<file path="src/rtl/simd_addsub_pkg.sv">
package simd_addsub_pkg;
  typedef enum logic [3:0] {
    OP_HADD  = 4'd0,
    OP_HSUB  = 4'd1,
    OP_BADD  = 4'd2,
    OP_BSUB  = 4'd3,
    OP_XADS  = 4'd4,
    OP_XSAD  = 4'd5,
    OP_SAD   = 4'd6,
    OP_SADA  = 4'd7,
    OP_BSEL  = 4'd8
  } simd_op_e;

  localparam int NUM_BYTES = 4;
endpackage

</file>
<file path="src/rtl/simd_lane_addsub.sv">
module simd_lane_addsub #(
  parameter int W = 8
) (
  input  logic [W-1:0] a,
  input  logic [W-1:0] b,
  input  logic         sub,
  output logic [W-1:0] sum,
  output logic         ge
);
  logic [W:0] ext;
  logic [W-1:0] b_eff;

  always_comb begin
    b_eff = sub ? ~b : b;
    ext   = {1'b0, a} + {1'b0, b_eff} + {{W{1'b0}}, sub};
  end

  assign sum = ext[W-1:0];
  assign ge  = ext[W];
endmodule

</file>
<file path="src/rtl/simd_sad_tree.sv">
module simd_sad_tree #(
  parameter int W = 8,
  parameter int N = 4
) (
  input  logic [N*W-1:0] a,
  input  logic [N*W-1:0] b,
  input  logic [N*W-1:0] acc,
  input  logic           use_acc,
  output logic [N*W-1:0] total
);
  localparam int DW = N * W;

  logic [W-1:0] diff [N];

  for (genvar i = 0; i < N; i++) begin : g_absdiff
    logic [W-1:0] ai, bi;
    assign ai = a[i*W +: W];
    assign bi = b[i*W +: W];
    assign diff[i] = (ai >= bi) ? (ai - bi) : (bi - ai);
  end

  always_comb begin
    total = use_acc ? acc : '0;
    for (int i = 0; i < N; i++) begin
      total = total + {{(DW-W){1'b0}}, diff[i]};
    end
  end
endmodule

</file>
<file path="src/rtl/simd_ge_reg.sv">
module simd_ge_reg #(
  parameter int N = 4
) (
  input  logic         clk,
  input  logic         rst_n,
  input  logic         load,
  input  logic [N-1:0] ge_in,
  output logic [N-1:0] ge_q
);
  logic [N-1:0] ge_d;

  always_comb begin
    ge_d = ge_q;
    if (load) begin
      ge_d = ge_in;
    end
  end

  always_ff @(posedge clk or negedge rst_n) begin
    if (!rst_n) begin
      ge_q <= '0;
    end else begin
      ge_q <= ge_d;
    end
  end
endmodule

</file>
<file path="src/rtl/simd_addsub_unit.sv">
module simd_addsub_unit
  import simd_addsub_pkg::*;
#(
  parameter int LANE_W = 8
) (
  input  logic                      clk,
  input  logic                      rst_n,
  input  logic                      op_valid,
  input  logic [3:0]                op,
  input  logic [NUM_BYTES*LANE_W-1:0] opa,
  input  logic [NUM_BYTES*LANE_W-1:0] opb,
  input  logic [NUM_BYTES*LANE_W-1:0] acc,
  output logic [NUM_BYTES*LANE_W-1:0] result,
  output logic [NUM_BYTES-1:0]      ge_flags
);
  localparam int DW = NUM_BYTES * LANE_W;
  localparam int HW = 2 * LANE_W;

  simd_op_e sel_op;
  assign sel_op = simd_op_e'(op);

  logic is_half, is_byte, xchg;
  assign xchg    = (sel_op == OP_XADS) || (sel_op == OP_XSAD);
  assign is_half = (sel_op == OP_HADD) || (sel_op == OP_HSUB) || xchg;
  assign is_byte = (sel_op == OP_BADD) || (sel_op == OP_BSUB);

  // byte lanes
  logic [DW-1:0]        byte_res;
  logic [NUM_BYTES-1:0] byte_ge;
  for (genvar i = 0; i < NUM_BYTES; i++) begin : g_byte
    simd_lane_addsub #(.W(LANE_W)) u_lane (
      .a   (opa[i*LANE_W +: LANE_W]),
      .b   (opb[i*LANE_W +: LANE_W]),
      .sub (sel_op == OP_BSUB),
      .sum (byte_res[i*LANE_W +: LANE_W]),
      .ge  (byte_ge[i])
    );
  end

  // halfword lanes, cross-paired in the exchange forms
  logic [HW-1:0] hi_b, lo_b, hi_sum, lo_sum;
  logic          hi_sub, lo_sub, hi_ge, lo_ge;
  assign hi_b   = xchg ? opb[HW-1:0]  : opb[DW-1:HW];
  assign lo_b   = xchg ? opb[DW-1:HW] : opb[HW-1:0];
  assign hi_sub = (sel_op == OP_HSUB) || (sel_op == OP_XSAD);
  assign lo_sub = (sel_op == OP_HSUB) || (sel_op == OP_XADS);

  simd_lane_addsub #(.W(HW)) u_half_hi (
    .a(opa[DW-1:HW]), .b(hi_b), .sub(hi_sub), .sum(hi_sum), .ge(hi_ge)
  );
  simd_lane_addsub #(.W(HW)) u_half_lo (
    .a(opa[HW-1:0]), .b(lo_b), .sub(lo_sub), .sum(lo_sum), .ge(lo_ge)
  );

  // absolute-difference sum
  logic [DW-1:0] sad_res;
  simd_sad_tree #(.W(LANE_W), .N(NUM_BYTES)) u_sad (
    .a(opa), .b(opb), .acc(acc), .use_acc(sel_op == OP_SADA), .total(sad_res)
  );

  // flag-steered byte select
  logic [DW-1:0] sel_res;
  for (genvar i = 0; i < NUM_BYTES; i++) begin : g_sel
    assign sel_res[i*LANE_W +: LANE_W] =
      ge_flags[i] ? opa[i*LANE_W +: LANE_W] : opb[i*LANE_W +: LANE_W];
  end

  // flag register
  logic                 ge_load;
  logic [NUM_BYTES-1:0] ge_new;
  assign ge_load = op_valid && (is_half || is_byte);
  assign ge_new  = is_half ? {hi_ge, hi_ge, lo_ge, lo_ge} : byte_ge;

  simd_ge_reg #(.N(NUM_BYTES)) u_ge (
    .clk(clk), .rst_n(rst_n), .load(ge_load), .ge_in(ge_new), .ge_q(ge_flags)
  );

  always_comb begin
    unique case (sel_op)
      OP_HADD, OP_HSUB, OP_XADS, OP_XSAD: result = {hi_sum, lo_sum};
      OP_BADD, OP_BSUB:                   result = byte_res;
      OP_SAD, OP_SADA:                    result = sad_res;
      OP_BSEL:                            result = sel_res;
      default:                            result = '0;
    endcase
  end
endmodule

</file>
<file path="config.mk">
export PLATFORM = sky130hd
export DESIGN_NAME = simd_addsub_unit
export DESIGN_NICKNAME = d
export VERILOG_FILES = /design/src/rtl/simd_addsub_pkg.sv /design/src/rtl/simd_lane_addsub.sv /design/src/rtl/simd_sad_tree.sv /design/src/rtl/simd_ge_reg.sv /design/src/rtl/simd_addsub_unit.sv
export SDC_FILE = /design/constraint.sdc
export NUM_CORES = 1
export LEC_CHECK = 0
export ABC_AREA = 1
export BUFFER_PORTS_ARGS = -buffer_cell sky130_fd_sc_hd__buf_4
export CAP_MARGIN = 25
export CORE_UTILIZATION = 47
export DETAILED_ROUTE_END_ITERATION = 12
export GPL_TIMING_DRIVEN = 0
export PLACE_DENSITY = 0.73
export SETUP_SLACK_MARGIN = 0.5
export SYNTH_ARGS = -nofsm -noshare
export SYNTH_HDL_FRONTEND = slang
export SYNTH_SLANG_ARGS = --single-unit
</file>
<file path="constraint.sdc">
create_clock -name clk -period 7.77 [get_ports clk]
set_clock_uncertainty 0.05 [all_clocks]
set_input_delay 0.777 -clock clk [delete_from_list [all_inputs] [get_ports clk]]
set_output_delay 0.777 -clock clk [all_outputs]
set_load 0.005 [all_outputs]
</file>
==> impl_metrics.json <==
{
  "place_inst": 2048,
  "drt-total-wl_um": 38320,
  "tightest_slew_ns": 0.8955,
  "leakage_uw": 0.006022,
  "fmax_mhz": 142.1,
  "drive_above_1_share": 0.1272,
  "slowest_delay_ns": 0.55,
  "groute.usage.overall": 0.3533,
  "slew_violations": 0,
  "netlist_instances": 1641,
  "fin_crit_sh": 0.9057,
  "power.density_nw_per_um2": 181.7,
  "synth_nets": 1914,
  "grt_pass1_wl_um": 58510,
  "netlist_area_um2": 9712,
  "yosysWarnings": 0,
  "grt_start_max_net_pins": 11,
  "synth_cell_type_count": 51,
  "largest-register": "u_ge.ge_q",
  "drc_errors": 0,
  "clk_path_buf_depth": 2,
  "antenna_found_initial": 1,
  "dieArea_um2": 21240,
  "antenna_cells": 0,
  "fin_nets": 2059,
  "dp_hpwl_um": 32690,
  "io_pins": 139,
  "ys_ff_latch": 4,
  "dieHeight_um": 145.7,
  "ctsHoldBuffers": 0,
  "largest_register_ffs": 4,
  "crit_type": "in -> out",
  "h-tree-depth": 1,
  "drtPass1Iterations": 6,
  "required_ns": 6.94,
  "fin_cells": 2054,
  "cp-start-kind": "input port",
  "cts_tree": "built",
  "reg_top3": "u_ge.ge_q (4)",
  "arrival_ns": 6.21,
  "gp_congestion": 1.005,
  "routedWlPerCell_um": 18.66,
  "rsz0062_at_grt": "yes",
  "max_slew_margin": 0.4030,
  "first_iter_violations": 951,
  "n_fill_cell": 2230,
  "clock_sinks": 4,
  "cap_viol_max_count": 0,
  "synth-adder-area-share": 0.2476,
  "initial_utilization": 0.4800,
  "route.vias.total": 11640,
  "crit_path_frequent_cell": "inv_1",
  "setup_violations": 0,
  "num_rows": 52,
  "hold_violations": 0,
  "clock_latency_ns": 0.23,
  "clkTransAtPathRegs_ns": 0.04,
  "avgSynthCellArea_um2": 5.918,
  "swShare": 0.5997,
  "path_max_fanout": 5,
  "synth_xor_area_frac": 0.09559,
  "ir_drop_mv": 0.2578,
  "switchingPower_uw": 1235,
  "synth.area.mux_share": 0.007988,
  "power_frac_comb": 0.942,
  "status": "complete, no violations",
  "min_period_ns": 7.037,
  "coreArea_um2": 20230,
  "power.internal_uw": 824.1,
  "grt-ovfl-total": 0,
  "port_buffers": 137,
  "synth_top_family_by_area": "simple AND/OR/NAND/NOR gates",
  "worstHoldPathType": "in -> async",
  "yosys.area_share.simple": 0.3190,
  "clkPwrFrac": 0.042,
  "p_seq_frac": 0.016,
  "fin_tns_setup_ns": 0,
  "syn_to_final_growth_pct": 16.70,
  "die_w_um": 145.7,
  "synth-seq-area-share": 0.01031,
  "ant_nets": 0,
  "synth_compound_area_frac": 0.2081,
  "cts_buffers": 3,
  "vias_per_cell": 5.668,
  "grt_pass1_vias": 10660,
  "cts-root-buf": "clkbuf_16",
  "cp-end-kind": "output pin",
  "cpMaxStageDelayCell": "fa_1"
}
[Yosys cell counts (all sizes together)]
cell,number,area (um2)
a21oi,158,790.8
o21bai,5,37.54
clkbuf,26,97.59
dfrtp,4,100.1
nor3,11,55.05
mux2,6,67.56
a221oi,1,8.760
a21o,11,82.58
a31o,1,8.760
o32ai,1,8.760
nor3b,1,18.77
ha,133,1664
xnor2,10,87.58
a31oi,6,37.54
a211oi,5,37.54
a21boi,3,22.52
a32oi,2,17.52
fa,37,740.7
or2,14,87.59
o211ai,21,157.7
nand3b,11,82.58
o2111ai,3,32.53
nand4,25,156.4
inv,237,889.6
nor2,119,486.7
o22ai,2,12.51
nand2,398,1521
buf,16,87.58
o221ai,6,52.55
o21a,4,30.03
o31ai,1,7.510
xor2,96,840.8
nand3,130,683.2
a22oi,4,30.03
mux2i,1,10.01
clkinv,2,7.510
and2,1,6.260
o21ai,129,645.6
[placed cells by master, fill, tap and decap left out, types with 9 or more instances in the layout]
| cell type | n |
|---|---|
| buf_4 | 141 |
| buf_2 | 9 |
| nor2_1 | 108 |
| xor2_1 | 92 |
| nand3b_1 | 11 |
| a21o_1 | 11 |
| o21ai_0 | 120 |
| nand2_1 | 387 |
| clkbuf_1 | 23 |
| nand3_1 | 121 |
| nor3_1 | 11 |
| xnor2_1 | 10 |
| inv_1 | 234 |
| ha_1 | 133 |
| nand4_1 | 25 |
| fa_1 | 35 |
| a21oi_1 | 155 |
| nand2_2 | 9 |
| o211ai_1 | 21 |
| or2_2 | 13 |
[worst paths after layout]
| check | startpoint | endpoint | slack, ns | cells past startpoint |
|---|---|---|---|---|
| setup / recovery | opa[16] | result[9] | 0.73 | 26 |
| hold / removal | rst_n | u_ge.ge_q[1] | 0.30 | 1 |
| setup reg to reg | u_ge.ge_q[3] | u_ge.ge_q[3] | 6.40 | 4 |
| hold reg to reg | u_ge.ge_q[2] | u_ge.ge_q[2] | 0.71 | 2 |
| max in group asynchronous | rst_n | u_ge.ge_q[3] | 7.25 | 1 |
| min in group clk | u_ge.ge_q[2] | u_ge.ge_q[2] | 0.71 | 2 |
[layout make-up]
| class | instances | area, um2 | area share |
|---|---|---|---|
| multi-input cells | 1357 | 8688 | 0.7666 |
| clock buffers | 3 | 75.07 | 0.006624 |
| inverters | 239 | 897.1 | 0.07916 |
| flip-flops and latches | 4 | 100.1 | 0.008832 |
| repair buffers | 139 | 1044 | 0.09207 |
| well taps | 270 | 337.8 | 0.02981 |
| plain buffers | 42 | 191.4 | 0.01689 |
[power by group through the flow]
stage	logic [uW]	registers, uW	clock network (uW)
global route	2170	33.8	87.4
floorplan	1290	30.7	0
finish	1940	33.2	85.5
CTS	1860	33.4	84.9
global placement	1820	33.4	0
detailed placement	1850	33.5	0
[cells by family after synthesis]
family | after synthesis
and+or+nand+nor | 710
DFF | 4
buffers and inverters | 281
muxes | 7
adders and majority gates | 170
AOI/OAI and AO/OA | 363
xor gates and xnor gates | 106
[timing repair]
action | CTS | global route
buffers inserted | 0 | 2
setup endpoints to repair | 8 | 26
resized for setup | 4 | 33
pin swaps | 0 | 5
cloned | 0 | 1
[worst max-delay path: cells and delay by family]
family / cells / cell delay (ns)
AOI/OAI and AO/OA: 3 / 0.78
adders and majority gates: 7 / 2.74
and+or+nand+nor: 8 / 0.89
buffers and inverters: 7 / 0.67
muxes: 1 / 0.35
[layer usage]
metal,vias up,share of wire,track usage
met2,506,0.45,0.5840
met3,71,0.086,0.03260
met1,5324,0.44,0.4932
li1,5739,-,-
met4,2,0.026,0.08474
met5,-,0.00034,0
[stage by stage]
stage          total power (uW)  setup WS (ns)  hold slack (ns)  cell area (um2)    util
2_1_floorplan              1316          1.646           0.4314             9712       -
3_3_place_gp               1851         0.3423           0.5417            11080  0.5475
3_5_place_dp               1886         0.3195           0.5435            11080  0.5475
4_1_cts                    1982         0.4955           0.3038            11180  0.5523
5_1_grt                    2288         0.4622           0.3002            11330  0.5601
6_report                   2059         0.7330           0.2995            11330  0.5601
(Power assumes the default switching activity.)
